`config.mk`:
```
export PLATFORM = sky130hd
export DESIGN_NAME = banked_reg_ctrl
export DESIGN_NICKNAME = d
export VERILOG_FILES = /design/src/rtl/brac_pkg.sv /design/src/rtl/brac_decode.sv /design/src/rtl/brac_otp.sv /design/src/rtl/brac_regs.sv /design/src/rtl/banked_reg_ctrl.sv
export SDC_FILE = /design/constraint.sdc
export NUM_CORES = 1
export LEC_CHECK = 0
export BUFFER_PORTS_ARGS = -buffer_cell sky130_fd_sc_hd__clkbuf_2
export CORE_UTILIZATION = 35
export DETAILED_ROUTE_END_ITERATION = 6
export GPL_TIMING_DRIVEN = 0
export PLACE_DENSITY = 0.53
export SLEW_MARGIN = 10
export SYNTH_ARGS = -nofsm -noshare
export SYNTH_HDL_FRONTEND = slang
export SYNTH_SLANG_ARGS = --single-unit
```
`constraint.sdc`:
```
create_clock -name clk -period 4.4 [get_ports clk]
set_clock_uncertainty 0.05 [all_clocks]
set_input_delay 0.44 -clock clk [delete_from_list [all_inputs] [get_ports clk]]
set_output_delay 0.44 -clock clk [all_outputs]
set_load 0.05 [all_outputs]
```
`src/rtl/brac_pkg.sv`:
```
// Shared sizes and types for the banked register access controller.
// Assumes byte-wide data and a two-bit bank field.
package brac_pkg;
    localparam int BANK_W     = 2;
    localparam int ADDR_W     = 8;
    localparam int DATA_W     = 8;
    localparam int OTP_DEPTH  = 16;
    localparam int CHLG_BYTES = 4;
    localparam int SESL_W     = 4;

    typedef enum logic [1:0] {OUT_OK, OUT_IGN, OUT_ERR} outcome_e;

    typedef enum logic [2:0] {
        LOC_NONE, LOC_OTP, LOC_MSCR, LOC_STAT, LOC_SESL, LOC_CHLG, LOC_AUTH
    } loc_e;
endpackage

```
`src/rtl/brac_decode.sv`:
```
// Location decoder: classifies bank/address into a target and flags the
// protection classes (test-only bank, blocked secret, read-only target).
// Assumes the lock field is the loaded shadow copy, not the live array.
module brac_decode
    import brac_pkg::*;
#(
    parameter int AW         = ADDR_W,
    parameter int OTP_N      = OTP_DEPTH,
    parameter int CHLG_N     = CHLG_BYTES,
    parameter int IDX_W      = $clog2(CHLG_N)
) (
    input  logic [BANK_W-1:0] bank,
    input  logic [AW-1:0]     addr,
    input  logic              test_mode,
    input  logic [1:0]        lock,
    output loc_e              loc,
    output logic [IDX_W-1:0]  chlg_idx,
    output logic              test_bank_err,
    output logic              secret_blk,
    output logic              read_only
);
    localparam logic [AW-1:0] TRIM_LOC = AW'(1);
    localparam logic [AW-1:0] SA_LO    = AW'(2);
    localparam logic [AW-1:0] SA_HI    = AW'(9);
    localparam logic [AW-1:0] SB_LO    = AW'(10);
    localparam logic [AW-1:0] SB_HI    = AW'(13);
    localparam logic [AW-1:0] CH_LO    = AW'(1);
    localparam logic [AW-1:0] CH_HI    = AW'(CHLG_N);
    localparam logic [AW-1:0] AUTH_LOC = AW'(CHLG_N + 1);

    // Target selection per bank.
    always_comb begin
        loc = LOC_NONE;
        unique case (bank)
            2'd0: if (addr < AW'(OTP_N)) loc = LOC_OTP;
            2'd1: begin
                if (addr == AW'(0)) loc = LOC_MSCR;
                else if (addr == AW'(1)) loc = LOC_STAT;
            end
            2'd2: begin
                if (addr == AW'(0)) loc = LOC_SESL;
                else if (addr >= CH_LO && addr <= CH_HI) loc = LOC_CHLG;
                else if (addr == AUTH_LOC) loc = LOC_AUTH;
            end
            default: loc = LOC_NONE;
        endcase
    end

    // Challenge byte index and protection classes.
    always_comb begin
        chlg_idx      = IDX_W'(addr - CH_LO);
        test_bank_err = (bank == 2'd3) && !test_mode;
        secret_blk    = (loc == LOC_OTP) &&
                        ((lock[1] && addr >= SA_LO && addr <= SA_HI) ||
                         (lock[0] && addr >= SB_LO && addr <= SB_HI));
        read_only     = (loc == LOC_STAT) || (loc == LOC_AUTH) ||
                        ((loc == LOC_OTP) && (addr == TRIM_LOC) && !test_mode);
    end
endmodule

```
`src/rtl/brac_otp.sv`:
```
// Non-volatile array model with shadow configuration. The block reset loads
// the factory image; a reload copies match mode and lock bits from byte 0
// and arms the sticky write lock if any lock bit is set.
// Assumes the caller never asserts wr_en while the write lock is set.
module brac_otp #(
    parameter int                DEPTH   = brac_pkg::OTP_DEPTH,
    parameter int                DW      = brac_pkg::DATA_W,
    parameter logic [DW-1:0]     FACTORY = 8'h1C,
    parameter int                AW      = $clog2(DEPTH)
) (
    input  logic          clk,
    input  logic          rst_n,
    input  logic          wr_en,
    input  logic [AW-1:0] addr,
    input  logic [DW-1:0] wdata,
    input  logic          reload,
    output logic [DW-1:0] rdata,
    output logic [1:0]    dab,
    output logic [1:0]    lock,
    output logic          wlock,
    output logic          def_eint,
    output logic          def_aslp
);
    logic [DW-1:0] mem [DEPTH];

    // Array storage: factory image on reset, byte writes otherwise.
    always_ff @(posedge clk) begin
        if (!rst_n) begin
            for (int i = 0; i < DEPTH; i++) mem[i] <= (i == 0) ? FACTORY : '0;
        end else if (wr_en) begin
            mem[addr] <= wdata;
        end
    end

    // Shadow configuration and sticky write lock.
    always_ff @(posedge clk) begin
        if (!rst_n) begin
            dab   <= FACTORY[7:6];
            lock  <= FACTORY[1:0];
            wlock <= |FACTORY[1:0];
        end else if (reload) begin
            dab   <= mem[0][7:6];
            lock  <= mem[0][1:0];
            wlock <= wlock | (|mem[0][1:0]);
        end
    end

    assign rdata    = mem[addr];
    assign def_eint = mem[0][3];
    assign def_aslp = mem[0][2];

    a_r7_lock_sticky: assert property (@(posedge clk) disable iff (!rst_n)
        wlock |=> wlock);
    a_r7_locked_cfg_stable: assert property (@(posedge clk) disable iff (!rst_n)
        wlock |=> $stable(mem[0]));
    a_r8_shadow_hold: assert property (@(posedge clk) disable iff (!rst_n)
        !reload |=> ($stable(dab) && $stable(lock)));
endmodule

```
`src/rtl/brac_regs.sv`:
```
// Control, status and authentication registers: master control with a
// self-clearing soft-reset bit, sticky error flag cleared on status read,
// secret select and challenge bytes.
// Assumes at most one write enable is active per cycle.
module brac_regs #(
    parameter int            DW     = brac_pkg::DATA_W,
    parameter int            CHLG_N = brac_pkg::CHLG_BYTES,
    parameter int            SEL_W  = brac_pkg::SESL_W,
    parameter logic [DW-1:0] FACTORY = 8'h1C,
    parameter int            IDX_W  = $clog2(CHLG_N)
) (
    input  logic             clk,
    input  logic             rst_n,
    input  logic             wr_mscr,
    input  logic             wr_sesl,
    input  logic             wr_chlg,
    input  logic [IDX_W-1:0] chlg_idx,
    input  logic [DW-1:0]    wdata,
    input  logic             def_eint,
    input  logic             def_aslp,
    input  logic             ber_set,
    input  logic             stat_rd,
    output logic [DW-1:0]    mscr,
    output logic [SEL_W-1:0] sesl,
    output logic [DW-1:0]    chlg_rd,
    output logic             sber,
    output logic             reload
);
    localparam logic [DW-1:0] MSCR_MASK = 8'hC3;
    logic [DW-1:0] chlg [CHLG_N];

    // Master control: masked writes, defaults reloaded, soft-reset bit self-clears.
    always_ff @(posedge clk) begin
        if (!rst_n) begin
            mscr <= {1'b0, FACTORY[3], 4'b0, FACTORY[2], 1'b0};
        end else begin
            if (wr_mscr) mscr <= wdata & MSCR_MASK;
            if (reload) begin
                mscr[6] <= def_eint;
                mscr[1] <= def_aslp;
                mscr[0] <= 1'b0;
            end
        end
    end

    assign reload = mscr[0];

    // Sticky error flag, cleared by a status read.
    always_ff @(posedge clk) begin
        if (!rst_n)       sber <= 1'b0;
        else if (ber_set) sber <= 1'b1;
        else if (stat_rd) sber <= 1'b0;
    end

    // Secret select register.
    always_ff @(posedge clk) begin
        if (!rst_n)       sesl <= '0;
        else if (wr_sesl) sesl <= wdata[SEL_W-1:0];
    end

    // Challenge bytes, one register per byte.
    for (genvar g = 0; g < CHLG_N; g++) begin : g_chlg
        always_ff @(posedge clk) begin
            if (!rst_n)                                  chlg[g] <= '0;
            else if (wr_chlg && chlg_idx == IDX_W'(g))   chlg[g] <= wdata;
        end
    end

    assign chlg_rd = chlg[chlg_idx];

    a_r9_srst_self_clear: assert property (@(posedge clk) disable iff (!rst_n)
        mscr[0] |=> !mscr[0]);
    a_r10_err_clear_on_read: assert property (@(posedge clk) disable iff (!rst_n)
        (stat_rd && !ber_set) |=> !sber);
    a_r6_err_sets_flag: assert property (@(posedge clk) disable iff (!rst_n)
        ber_set |=> sber);
endmodule

```
`src/rtl/banked_reg_ctrl.sv`:
```
// Banked register access controller top. Applies device select, bank and
// location checks, protection policy, performs the access and returns a
// registered response one cycle later.
// Assumes one access per acc_valid cycle and no access in a reload cycle.
module banked_reg_ctrl
    import brac_pkg::*;
#(
    parameter logic [DATA_W-1:0] FACTORY_CFG = 8'h1C
) (
    input  logic              clk,
    input  logic              rst_n,
    input  logic              test_mode,
    input  logic              acc_valid,
    input  logic              acc_wr,
    input  logic [BANK_W-1:0] acc_bank,
    input  logic [ADDR_W-1:0] acc_addr,
    input  logic [DATA_W-1:0] acc_wdata,
    input  logic              acc_cs,
    input  logic [DATA_W-1:0] hash_result,
    output logic              rsp_valid,
    output logic [DATA_W-1:0] rsp_rdata,
    output logic              rsp_err,
    output logic              rsp_ign
);
    localparam int OTP_AW = $clog2(OTP_DEPTH);
    localparam int IDX_W  = $clog2(CHLG_BYTES);

    loc_e              loc;
    logic [IDX_W-1:0]  chlg_idx;
    logic              test_bank_err, secret_blk, read_only;
    logic [DATA_W-1:0] otp_rdata, mscr, chlg_rd, rd_mux;
    logic [SESL_W-1:0] sesl;
    logic [1:0]        dab, lock;
    logic              wlock, def_eint, def_aslp, sber, reload;
    logic              dev_sel, go;
    outcome_e          outcome;

    brac_decode u_decode (
        .bank(acc_bank), .addr(acc_addr), .test_mode(test_mode), .lock(lock),
        .loc(loc), .chlg_idx(chlg_idx), .test_bank_err(test_bank_err),
        .secret_blk(secret_blk), .read_only(read_only)
    );

    // Device select against the loaded match mode.
    always_comb begin
        unique case (dab)
            2'b00:   dev_sel = !acc_cs;
            2'b11:   dev_sel = acc_cs;
            default: dev_sel = 1'b1;
        endcase
    end

    // Outcome priority: select, test bank, existence, secret lock, write protection.
    always_comb begin
        outcome = OUT_OK;
        if (!dev_sel)                                        outcome = OUT_IGN;
        else if (test_bank_err)                              outcome = OUT_ERR;
        else if (loc == LOC_NONE)                            outcome = OUT_IGN;
        else if (secret_blk)                                 outcome = OUT_ERR;
        else if (acc_wr && (read_only || (loc == LOC_OTP && wlock)))
                                                             outcome = OUT_IGN;
    end

    assign go = acc_valid && (outcome == OUT_OK);

    brac_otp #(.FACTORY(FACTORY_CFG)) u_otp (
        .clk(clk), .rst_n(rst_n),
        .wr_en(go && acc_wr && loc == LOC_OTP),
        .addr(acc_addr[OTP_AW-1:0]), .wdata(acc_wdata), .reload(reload),
        .rdata(otp_rdata), .dab(dab), .lock(lock), .wlock(wlock),
        .def_eint(def_eint), .def_aslp(def_aslp)
    );

    brac_regs #(.FACTORY(FACTORY_CFG)) u_regs (
        .clk(clk), .rst_n(rst_n),
        .wr_mscr(go && acc_wr && loc == LOC_MSCR),
        .wr_sesl(go && acc_wr && loc == LOC_SESL),
        .wr_chlg(go && acc_wr && loc == LOC_CHLG),
        .chlg_idx(chlg_idx), .wdata(acc_wdata),
        .def_eint(def_eint), .def_aslp(def_aslp),
        .ber_set(acc_valid && outcome == OUT_ERR),
        .stat_rd(go && !acc_wr && loc == LOC_STAT),
        .mscr(mscr), .sesl(sesl), .chlg_rd(chlg_rd), .sber(sber), .reload(reload)
    );

    // Read data selection by target.
    always_comb begin
        unique case (loc)
            LOC_OTP:  rd_mux = otp_rdata;
            LOC_MSCR: rd_mux = mscr;
            LOC_STAT: rd_mux = {1'b0, sber, 2'b00, dab, lock};
            LOC_SESL: rd_mux = {{(DATA_W-SESL_W){1'b0}}, sesl};
            LOC_CHLG: rd_mux = chlg_rd;
            LOC_AUTH: rd_mux = hash_result;
            default:  rd_mux = '0;
        endcase
    end

    // Registered response, one cycle after the access.
    always_ff @(posedge clk) begin
        if (!rst_n) begin
            rsp_valid <= 1'b0;
            rsp_err   <= 1'b0;
            rsp_ign   <= 1'b0;
            rsp_rdata <= '0;
        end else begin
            rsp_valid <= acc_valid;
            rsp_err   <= acc_valid && outcome == OUT_ERR;
            rsp_ign   <= acc_valid && outcome == OUT_IGN;
            rsp_rdata <= (go && !acc_wr) ? rd_mux : '0;
        end
    end

    a_r4_latency: assert property (@(posedge clk) disable iff (!rst_n)
        acc_valid |=> rsp_valid);
    a_r4_no_spurious: assert property (@(posedge clk) disable iff (!rst_n)
        !acc_valid |=> !rsp_valid);
    a_r4_exclusive: assert property (@(posedge clk) disable iff (!rst_n)
        rsp_valid |-> ($countones({rsp_err, rsp_ign}) <= 1));
    a_r4_quiet_data: assert property (@(posedge clk) disable iff (!rst_n)
        (rsp_err || rsp_ign) |-> (rsp_rdata == '0));
    a_r1_unselected_ignored: assert property (@(posedge clk) disable iff (!rst_n)
        (acc_valid && !dev_sel) |=> rsp_ign);
    a_r2_test_bank_error: assert property (@(posedge clk) disable iff (!rst_n)
        (acc_valid && dev_sel && acc_bank == 2'd3 && !test_mode) |=> rsp_err);
endmodule

```
==> run metrics, run 1 <==
clock latency on the worst-skew pair 450 ps; htree depth 4; FMAX 247.5 MHz; reg2reg path depth 8; io pins 43; final wirelength 31.54 mm; P_sw 1.014 mW; Int Pwr 2.852 mW; core area 0.02533 mm^2; diode count 0; Clock Power Share 0.405; # fillers 2399; Worst Path Required 4600 ps; Avg WL per Cell 28.36 um; Synth Instances 713; Final ANT Viol Nets 0; number of max-cap violations 0; CP Buf/Inv Count 7; Netlist cell types 54; reg2reg start u_otp.dab[0]; Yosys reg bits 185; CTS tree built; total power 3.866 mW; critical path's top delay family buffers and inverters; Layout area overhead 14.99%; detailed router's first-iteration violation count 1026; multi-input logic area 0.003523 mm^2; Pins Over Slew Limit 0; CP Max Fanout 19; slowest CP cell nor4b_1; status finished clean; Critical Path Sink Type flip-flop; final hold vios 0; R2R setup slack 1480 ps; Worst Hold Path Cells 2; total area of sequential cells 0.005305 mm^2; fin crit share 0.9182; clock sinks 185; fraction of power spent switching nets 0.2623; share of power burned in registers 0.507; vias per std cell 6.222; worst r2r dst u_otp.mem[8][0]; worst hold start acc_valid; Max Buffers Root-to-Sink 2; Syn Area/Cell 12.76 um^2; CTS Hold Bufs 0; worst-path cell chain clkbuf_2 > clkbuf_1 > buf_6 > inv_1 > ha_1 > clkbuf_1 > nor4b_1 > nor2b_1 > o32a_1 > a21oi_2 > nand3_2 > clkbuf_1 > buf_2 > nor3_1; leak pwr 3.273 nW; actual slew at the worst max-slew pin 1082 ps; initial antenna violation count 0; HPWL Detailed 22.07 mm; Seq/Total Area, Yosys 0.5831; Fin Hold WS 239.7 ps; Nets 808; die width 163.2 um; # DRC 0; Logic pwr share 0.088; layout cells sized above 1 0.2212; port bufs 38; final worst path period need 4040 ps; RSZ-0062 raised after global routing no; CTS buffer count 17; Die Y-Extent 163.2 um; first-pass GRT wire length 45.68 mm; WS Path Type input pin to flip-flop; mapped cell area 0.009099 mm^2; clock root cell clkbuf_16; Crit path top cell by count clkbuf_1; Net Count, Synth 752; Slew headroom 0.2787; max incr delay on CP 440 ps; routability cong. 0.9084; Post-CTS Setup Bufs 0; pin count of the biggest net entering global routing 20; Hold WC Path Type input pin to flip-flop; All-Layer GR Usage 0.2452; vias in the first global route 6502; Synth warnings 0; Synth Flop Type edfxtp_1; Async SR Flop Fraction 0; endpoint of the worst hold path rsp_valid; power per cell area 369.5 mW/mm^2; Vias 6919; number of enable flip-flop cells after synthesis 160; site row count 58; Congestion Overflow GR 0; Max IR drop VDD 0.0002545 V; Die ar. 0.02665 mm^2; critical path startpoint category input pin; CP Data Arrival Time 4240 ps; clk slew on worst S/H paths 80 ps; starting density of the core 0.3593; drt pass-1 iters 5; final setup vio count 0
-- cell usage after synthesis (all sizes together) (4+ instances only) --
cell / count / area share
inv: 6 / 0.0025
dfxtp: 25 / 0.055
nor3: 25 / 0.014
mux2: 4 / 0.0050
mux2i: 15 / 0.017
nand2: 69 / 0.028
and2: 7 / 0.0048
nor2: 21 / 0.0087
nor2b: 15 / 0.010
nand3: 4 / 0.0022
mux4: 41 / 0.10
buf: 37 / 0.028
a22oi: 10 / 0.0083
and3: 14 / 0.0096
or3: 6 / 0.0047
a221oi: 4 / 0.0038
nor4: 128 / 0.088
clkbuf: 42 / 0.017
o22ai: 4 / 0.0027
a21oi: 15 / 0.0083
edfxtp: 160 / 0.53
o21ai: 17 / 0.0094
ha: 7 / 0.0096
-- layer usage --
| metal | GRT usage | wire, um | vias up |
|---|---|---|---|
| li1 | - | - | 2964 |
| met4 | 0.08369 | 859 | 0 |
| met1 | 0.3580 | 13640 | 3470 |
| met3 | 0.04698 | 2929 | 66 |
| met2 | 0.3621 | 14110 | 419 |
| met5 | 0 | 0 | - |
-- what timing repair did --
item | 4_1_cts | 5_1_grt
endpoints found under the setup margin | 320 | 271
pin swaps | 0 | 0
resized for setup | 35 | 5
-- metrics by stage --
step	setup TNS, ps	utilization	worst slack (ps)	std cells	instance area, um^2
after floorplan	-454.5	-	-6.312	713	9099
after global placement	-433370	0.3831	-1936	1081	9702
after detailed placement	-386410	0.3836	-1624	1082	9716
after CTS	0	0.4123	52.76	1113	10440
after global routing	0	0.4131	30.25	1112	10460
final	0	0.4131	359.9	1112	10460
-- logic make-up (layout without fill, tap and decap cells) --
kind of cell               count (synthesis)  count (layout)  synth area share
DFF                                      185             185            0.5831
and+or+nand+nor                          305             305            0.1848
buffers and inverters                     85             154           0.04813
muxes                                     60              60            0.1229
AOI/OAI and AO/OA                         71              71           0.05143
adders and majority gates                  7               7          0.009626
-- state kept, by name, summed over array words and instances (netlist names) --
register	cells
u_otp.dab	2
rsp_valid	1
rsp_err	1
rsp_ign	1
u_regs.sber	1
u_regs.chlg	32
u_otp.lock	2
u_regs.sesl	4
u_regs.mscr	4
u_otp.mem	128
u_otp.wlock	1
rsp_rdata	8
-- worst reg2reg max path, cell delays in order (launching register included) --
cell and delay, ps:
dfxtp_1 430, inv_1 70, ha_1 280, a211o_1 140, nand3_1 250, nor3_1 340
nand3_4 230, clkbuf_4 370, o21ai_4 420
-- final cells by class --
type / instances / area share
Multi-Input combinational cell: 443 / 0.3368
Clock buffer: 17 / 0.04066
Tap cell: 330 / 0.03946
Buffer: 77 / 0.04006
Inverter: 6 / 0.002153
Clock inverter: 15 / 0.01495
Timing Repair Buffer: 39 / 0.01890
Sequential cell: 185 / 0.5071
-- cells in the final DEF (no fill, tap or decap), types with 17 or more instances in the layout --
cell type,netlist,layout
clkbuf_1,41,38
clkbuf_16,0,17
clkbuf_2,1,40
dfxtp_1,25,25
edfxtp_1,160,160
mux4_2,41,41
nand2_1,69,69
nor2_1,21,21
nor3_1,24,23
nor4_1,128,127
-- power groups by stage --
stage	Sequential [mW]	Clock (mW)	Combinational (mW)
3_3_place_gp	2.00	0	0.324
3_5_place_dp	2.00	0	0.324
2_1_floorplan	2.00	0	0.186
5_1_grt	1.96	1.63	0.357
6_report	1.96	1.56	0.342
4_1_cts	1.96	1.56	0.334
-- worst max-delay path by stage --
stage | slack (ps) | endpoint | startpoint | depth (start not counted)
final | 360 | u_regs.chlg[0][2] | acc_addr[0] | 14
after global placement | -1940 | u_otp.mem[0][4] | acc_addr[0] | 14
after CTS | 50 | u_otp.mem[4][4] | acc_addr[0] | 14
after detailed placement | -1620 | u_otp.mem[0][4] | acc_addr[0] | 14
after floorplan | -6 | u_otp.mem[0][0] | acc_addr[0] | 13
after global routing | 30 | u_otp.mem[4][4] | acc_addr[0] | 14
No activity file was read; power rests on OpenSTA's default activity.
==> run 2, diff against run 1 <==
--- a/config.mk
+++ b/config.mk
@@ -6,6 +6,7 @@
 export NUM_CORES = 1
 export LEC_CHECK = 0
 export BUFFER_PORTS_ARGS = -buffer_cell sky130_fd_sc_hd__clkbuf_2
+export CORE_ASPECT_RATIO = 1.2
 export CORE_UTILIZATION = 35
 export DETAILED_ROUTE_END_ITERATION = 6
 export GPL_TIMING_DRIVEN = 0
==> run 2 against run 1 <==
Against the previous run: first-iteration DRC count decreased by 23%; maximum frequency decreased by 1.9%; via count decreased by 0.85%; non-clock buffer count increased by 6; sequential share of layout area about the same; largest power group unchanged; sequential cell count unchanged; combinational power increased by 2%; die area about the same.
==> run metrics, run 2 (synthesized netlist as in run 1, its figures left out) <==
Hold WC Path Type input pin to flip-flop (unchanged); Die ar. 0.02665 mm^2 (about the same); layout cells sized above 1 0.2157 (was 0.2212); FMAX 242.7 MHz (was 247.5 MHz); final setup vio count 0 (unchanged); # DRC 0 (unchanged); first-pass GRT wire length 46.35 mm (was 45.68 mm); Crit path top cell by count clkbuf_1 (unchanged); worst hold start acc_valid (unchanged); worst r2r dst u_regs.chlg[3][7] (was u_otp.mem[8][0]); starting density of the core 0.3562 (was 0.3593); number of max-cap violations 0 (unchanged); Max IR drop VDD 0.0001754 V (was 0.0002545 V); leak pwr 3.300 nW (was 3.273 nW); placed inst area 0.009761 mm^2 (was 0.009716 mm^2); final hold vios 0 (unchanged); CTS buffer count 17 (unchanged); routability cong. 0.9470 (was 0.9084); CTS Hold Bufs 0 (unchanged); reg2reg start u_otp.dab[0] (unchanged); fin crit share 0.9365 (was 0.9182); endpoint of the worst hold path rsp_valid (unchanged); initial antenna violation count 0 (unchanged); worst-path cell chain clkbuf_2 > clkbuf_1 > buf_8 > inv_1 > ha_1 > clkbuf_1 > nor4b_1 > nor2b_1 > o32a_1 > a21oi_1 > nand3_1 > clkbuf_1 > buf_2 > nor4_1 (was clkbuf_2 > clkbuf_1 > buf_6 > inv_1 > ha_1 > clkbuf_1 > nor4b_1 > nor2b_1 > o32a_1 > a21oi_2 > nand3_2 > clkbuf_1 > buf_2 > nor3_1); core area 0.02554 mm^2 (was 0.02533 mm^2); R2R setup slack 1340 ps (was 1480 ps); clock latency on the worst-skew pair 440 ps (was 450 ps); max incr delay on CP 440 ps (about the same); Avg WL per Cell 28.94 um (was 28.36 um); io pins 43 (unchanged); CP Max Fanout 19 (unchanged); diode count 0 (unchanged); power per cell area 373.1 mW/mm^2 (was 369.5 mW/mm^2); Layout area overhead 14.93% (was 14.99%); Congestion Overflow GR 0 (unchanged); Biggest register u_otp.mem (unchanged); clock root cell clkbuf_16 (unchanged); Worst Path Required 4530 ps (was 4600 ps); top flop regs u_otp.mem: 128 flops, u_regs.chlg: 32 flops, rsp_rdata: 8 flops (unchanged); RSZ-0062 raised after global routing no (unchanged); reg2reg path depth 8 (unchanged); pin count of the biggest net entering global routing 20 (unchanged); Vias 6860 (was 6919); htree depth 4 (unchanged); CTS tree built (unchanged); Slew headroom 0.2081 (was 0.2787); Die Y-Extent 178.6 um (was 163.2 um); CP Data Arrival Time 4250 ps (was 4240 ps); Critical Path Sink Type flip-flop (unchanged); number of flip-flops in the largest register 128 (unchanged); final wirelength 32.36 mm (was 31.54 mm); Nets 814 (was 808); # fillers 2405 (was 2399); most frequent cells in the layout edfxtp_1 (160), nor4_1 (125), nand2_1 (69), mux4_2 (41), clkbuf_2 (40) (was edfxtp_1 (160), nor4_1 (127), nand2_1 (69), mux4_2 (41), clkbuf_2 (40)); die width 149.2 um (was 163.2 um); final instance area 0.01046 mm^2 (about the same); critical path startpoint category input pin (unchanged); status finished clean (unchanged); slowest CP cell nor4b_1 (unchanged); clock sinks 185 (unchanged); actual slew at the worst max-slew pin 1177 ps (was 1082 ps); final worst path period need 4120 ps (was 4040 ps); total power 3.901 mW (was 3.866 mW); HPWL Detailed 22.85 mm (was 22.07 mm); commonest non-fill, non-tap cell in the layout edfxtp_1 (unchanged); All-Layer GR Usage 0.2514 (was 0.2452); drt pass-1 iters 5 (unchanged); WS Path Type input pin to flip-flop (unchanged); Worst Hold Path Cells 2 (unchanged); vias per std cell 6.136 (was 6.222); Pins Over Slew Limit 0 (unchanged); critical path's top delay family buffers and inverters (unchanged); CP Buf/Inv Count 7 (unchanged); vias in the first global route 6771 (was 6502); clk slew on worst S/H paths 80 ps (about the same); port bufs 38 (unchanged); site row count 64 (was 58); detailed router's first-iteration violation count 790 (was 1026); Final ANT Viol Nets 0 (unchanged); setup_tns 0 ps (unchanged); Max Buffers Root-to-Sink 2 (unchanged)
-- run 2: layout make-up --
type / instances / area (um^2) / area share
repair buffers: 45 / 242.7 / 0.02321
clock buffers: 20 / 456.7 / 0.04367
clock inverters: 12 / 138.9 / 0.01328
flip-flops and latches: 185 / 5305 / 0.5073
plain buffers: 77 / 420.4 / 0.04020
inverters: 6 / 22.52 / 0.002154
multi-input cells: 443 / 3458 / 0.3307
well taps: 330 / 412.9 / 0.03948
-- run 2: what timing repair did --
| item | in CTS | in global routing |
|---|---|---|
| hold endpoints to repair | 0 | 0 |
| gates resized for setup | 22 | 6 |
| setup endpoints to repair | 320 | 156 |
| buffers inserted | 0 | 0 |
-- run 2: routing by layer --
layer | vias up | wire (um) | global-route usage | part of all wire
li1 | 2979 | - | - | -
met1 | 3344 | 11890 | 0.3055 | 0.37
met2 | 434 | 15270 | 0.4058 | 0.47
met3 | 103 | 3398 | 0.06343 | 0.11
met4 | 0 | 1797 | 0.1420 | 0.056
met5 | - | 0 | 0 | 0
-- run 2: report_power, final --
part	switching, mW	total [mW]	internal (mW)
registers	0.0150	1.96	1.95
logic	0.244	0.350	0.106
clock network	0.711	1.59	0.879
-- run 2: worst max path at each step --
| stage | cells after the start | startpoint | end | slack [ps] |
|---|---|---|---|---|
| 2_1_floorplan | 13 | acc_addr[0] | u_otp.mem[0][0] | -6 |
| 3_3_place_gp | 14 | acc_addr[0] | u_otp.mem[10][1] | -2010 |
| 3_5_place_dp | 14 | acc_addr[0] | u_otp.mem[6][2] | -1610 |
| 4_1_cts | 14 | acc_addr[1] | u_otp.mem[10][6] | 10 |
| 5_1_grt | 14 | acc_addr[0] | u_otp.mem[12][3] | 20 |
| 6_report | 14 | acc_addr[0] | u_otp.mem[12][3] | 280 |
-- run 2: metrics by stage --
step | setup WS [ps] | utilization | cells | hold slack [ps]
after detailed placement | -1610 | 0.3821 | 1088 | 416.7
after CTS | 9.764 | 0.4087 | 1119 | 235.7
after global placement | -2014 | 0.3798 | 1081 | 405.7
after floorplan | -6.312 | - | 713 | 391.1
after global routing | 21.59 | 0.4094 | 1118 | 251.9
final | 279.6 | 0.4094 | 1118 | 242.8
==> run 3, diff against run 2 <==
--- a/config.mk
+++ b/config.mk
@@ -7,8 +7,10 @@
 export LEC_CHECK = 0
 export BUFFER_PORTS_ARGS = -buffer_cell sky130_fd_sc_hd__clkbuf_2
 export CORE_ASPECT_RATIO = 1.2
+export CORE_MARGIN = 2
 export CORE_UTILIZATION = 35
 export DETAILED_ROUTE_END_ITERATION = 6
+export GPL_ROUTABILITY_DRIVEN = 0
 export GPL_TIMING_DRIVEN = 0
 export PLACE_DENSITY = 0.53
 export SLEW_MARGIN = 10
==> run 3 against run 2 <==
Against the previous run: routed wire length shrank 0.78%; via count shrank 0.36%; worst setup slack lost 84 ps; sequential cell count is the same; register-to-register slack gained 100 ps; core utilization is essentially flat; clock power is essentially flat; final cell count is essentially flat; hold slack lost 12 ps; sequential share of layout area is essentially flat; design area is essentially flat; largest cell class unchanged.
==> run metrics, run 3 (synthesized netlist as in run 1, its figures left out) <==
Clock Power Share 0.413 (was 0.408); Critical Path Sink Type flip-flop (unchanged); Max IR drop VDD 0.0001990 V (was 0.0001754 V); CP Data Arrival Time 4330 ps (was 4250 ps); CTS Hold Bufs 0 (unchanged); reg2reg path depth 9 (was 8); port bufs 38 (unchanged); power per cell area 375.1 mW/mm^2 (was 373.1 mW/mm^2); final instance area 0.01047 mm^2 (was 0.01046 mm^2); Logic pwr share 0.088 (was 0.090); most frequent cells in the layout edfxtp_1 (160), nor4_1 (124), nand2_1 (69), clkbuf_2 (42), mux4_2 (41) (was edfxtp_1 (160), nor4_1 (125), nand2_1 (69), mux4_2 (41), clkbuf_2 (40)); worst-path cell chain clkbuf_2 > clkbuf_1 > clkbuf_2 > inv_1 > ha_1 > clkbuf_1 > nor4b_2 > nor2b_1 > o32a_1 > a21oi_2 > nand3_1 > clkbuf_1 > buf_2 > nor4_1 (was clkbuf_2 > clkbuf_1 > buf_8 > inv_1 > ha_1 > clkbuf_1 > nor4b_1 > nor2b_1 > o32a_1 > a21oi_1 > nand3_1 > clkbuf_1 > buf_2 > nor4_1); leak pwr 3.310 nW (was 3.300 nW); top flop regs u_otp.mem: 128 flops, u_regs.chlg: 32 flops, rsp_rdata: 8 flops (unchanged); max incr delay on CP 490 ps (was 440 ps); Final ANT Viol Nets 0 (unchanged); vias per std cell 6.108 (was 6.136); number of max-cap violations 0 (unchanged); Hold WC Path Type input pin to flip-flop (unchanged); actual slew at the worst max-slew pin 1169 ps (was 1177 ps); number of flip-flops in the largest register 128 (unchanged); fin crit share 0.9556 (was 0.9365); RSZ-0062 raised after global routing no (unchanged); starting density of the core 0.3562 (unchanged); fraction of power spent switching nets 0.2507 (was 0.2488); final setup vio count 0 (unchanged); Worst Hold Path Cells 2 (unchanged); final hold vios 0 (unchanged); Place WS -1945 ps (was -1610 ps); clock root cell clkbuf_16 (unchanged); All-Layer GR Usage 0.2400 (was 0.2514); diode count 0 (unchanged); placed inst area 0.009753 mm^2 (was 0.009761 mm^2); commonest non-fill, non-tap cell in the layout edfxtp_1 (unchanged); Nets 815 (was 814); die width 151.2 um (was 149.2 um); clk slew on worst S/H paths 70 ps (was 80 ps); htree depth 4 (unchanged); R2R setup slack 1440 ps (was 1340 ps); CTS tree built (unchanged); HPWL Detailed 22.89 mm (was 22.85 mm); Slew headroom 0.2205 (was 0.2081); worst setup margin 195.2 ps (was 279.6 ps); Max Buffers Root-to-Sink 2 (unchanged); Layout area overhead 15.04% (was 14.93%); Vias 6835 (was 6860); CP Max Fanout 10 (was 19); Worst Path Required 4530 ps (about the same); Int Pwr 2.942 mW (was 2.931 mW); Final Util 0.4098 (was 0.4094); final wirelength 32.11 mm (was 32.36 mm); Congestion Overflow GR 0 (unchanged); first-pass GRT wire length 46.39 mm (was 46.35 mm); FMAX 237.8 MHz (was 242.7 MHz); Die ar. 0.02731 mm^2 (was 0.02665 mm^2); vias in the first global route 6792 (was 6771); Pins Over Slew Limit 0 (unchanged); status finished clean (unchanged); slowest CP cell clkbuf_1 (was nor4b_1); final worst path period need 4205 ps (was 4120 ps); layout cells sized above 1 0.2231 (was 0.2157); share of power burned in registers 0.499 (was 0.503); io pins 43 (unchanged); P_sw 0.9841 mW (was 0.9706 mW); initial antenna violation count 0 (unchanged); site row count 64 (unchanged); clock latency on the worst-skew pair 450 ps (was 440 ps); Avg WL per Cell 28.69 um (was 28.94 um); total power 3.926 mW (was 3.901 mW); detailed router's first-iteration violation count 855 (was 790); Crit path top cell by count clkbuf_1 (unchanged); clock sinks 185 (unchanged); # DRC 0 (unchanged); pin count of the biggest net entering global routing 18 (was 20); endpoint of the worst hold path rsp_valid (unchanged); core area 0.02554 mm^2 (unchanged); Fin Hold WS 230.5 ps (was 242.8 ps); Die Y-Extent 180.6 um (was 178.6 um); drt pass-1 iters 6 (was 5); worst r2r dst u_otp.mem[6][3] (was u_regs.chlg[3][7]); reg2reg start u_otp.dab[1] (was u_otp.dab[0]); WS Path Type input pin to flip-flop (unchanged); Biggest register u_otp.mem (unchanged); CTS buffer count 17 (unchanged); critical path startpoint category input pin (unchanged); worst hold start acc_valid (unchanged)
run 3: cell types whose count changed in the layout (fill, tap and decap cells not counted), moves of 2 or more:
cell / change
clkinv_2: -2
inv_4: +2
o21ai_2: +5
clkbuf_16: +2
clkbuf_2: +2
o21ai_4: -4
run 3: final cells by class:
class	count	area (um^2)
clock inverter	10	102.6
clock buffer	22	506.7
sequential	185	5305
multi-input combinational	443	3453
buffer	79	429.2
timing repair buffer	44	235.2
tap	330	412.9
fill	2405	15080
inverter	6	22.52
run 3: through the flow:
stage               setup TNS (ps)  instances
floorplan                   -454.5        713
global placement           -442940       1081
detailed placement         -374430       1087
CTS                              0       1119
global route                     0       1119
finish                           0       1119
run 3: critical path: cells and delay by family:
family	cells	cell delay, ps
AO/OA/AOI/OAI	2	500
adder cells (fa/ha/maj)	1	200
buffers and inverters	7	2000
AND/OR/NAND/NOR	4	1160
run 3: repair_timing:
item | in CTS | in global routing
gates resized for setup | 24 | 7
endpoints found under the hold margin | 0 | 0
setup endpoints to repair | 322 | 276
buffers inserted | 0 | 0
run 3: power groups by stage:
stage	logic, mW	registers [mW]	clock network (mW)
after floorplan	0.186	2.00	0
after global placement	0.326	2.00	0
after detailed placement	0.330	2.00	0
after CTS	0.336	1.96	1.62
after global routing	0.358	1.96	1.68
final	0.344	1.96	1.62
run 3: per-layer routing:
| layer | up-vias | GRT usage | part of all wire |
|---|---|---|---|
| met4 | 0 | 0.09907 | 0.040 |
| met3 | 67 | 0.04709 | 0.091 |
| met2 | 377 | 0.3897 | 0.48 |
| met1 | 3411 | 0.3131 | 0.38 |
| li1 | 2980 | - | - |
| met5 | - | 0 | 0 |
run 3: how the worst max path moves through the flow:
stage | start | end | cells past startpoint
2_1_floorplan | acc_addr[0] | u_otp.mem[0][0] | 13
3_3_place_gp | acc_addr[0] | u_otp.mem[0][4] | 14
3_5_place_dp | acc_addr[0] | u_otp.mem[1][5] | 14
4_1_cts | acc_addr[1] | u_otp.mem[2][5] | 14
5_1_grt | acc_addr[1] | u_otp.mem[2][7] | 13
6_report | acc_addr[1] | u_otp.mem[2][4] | 14
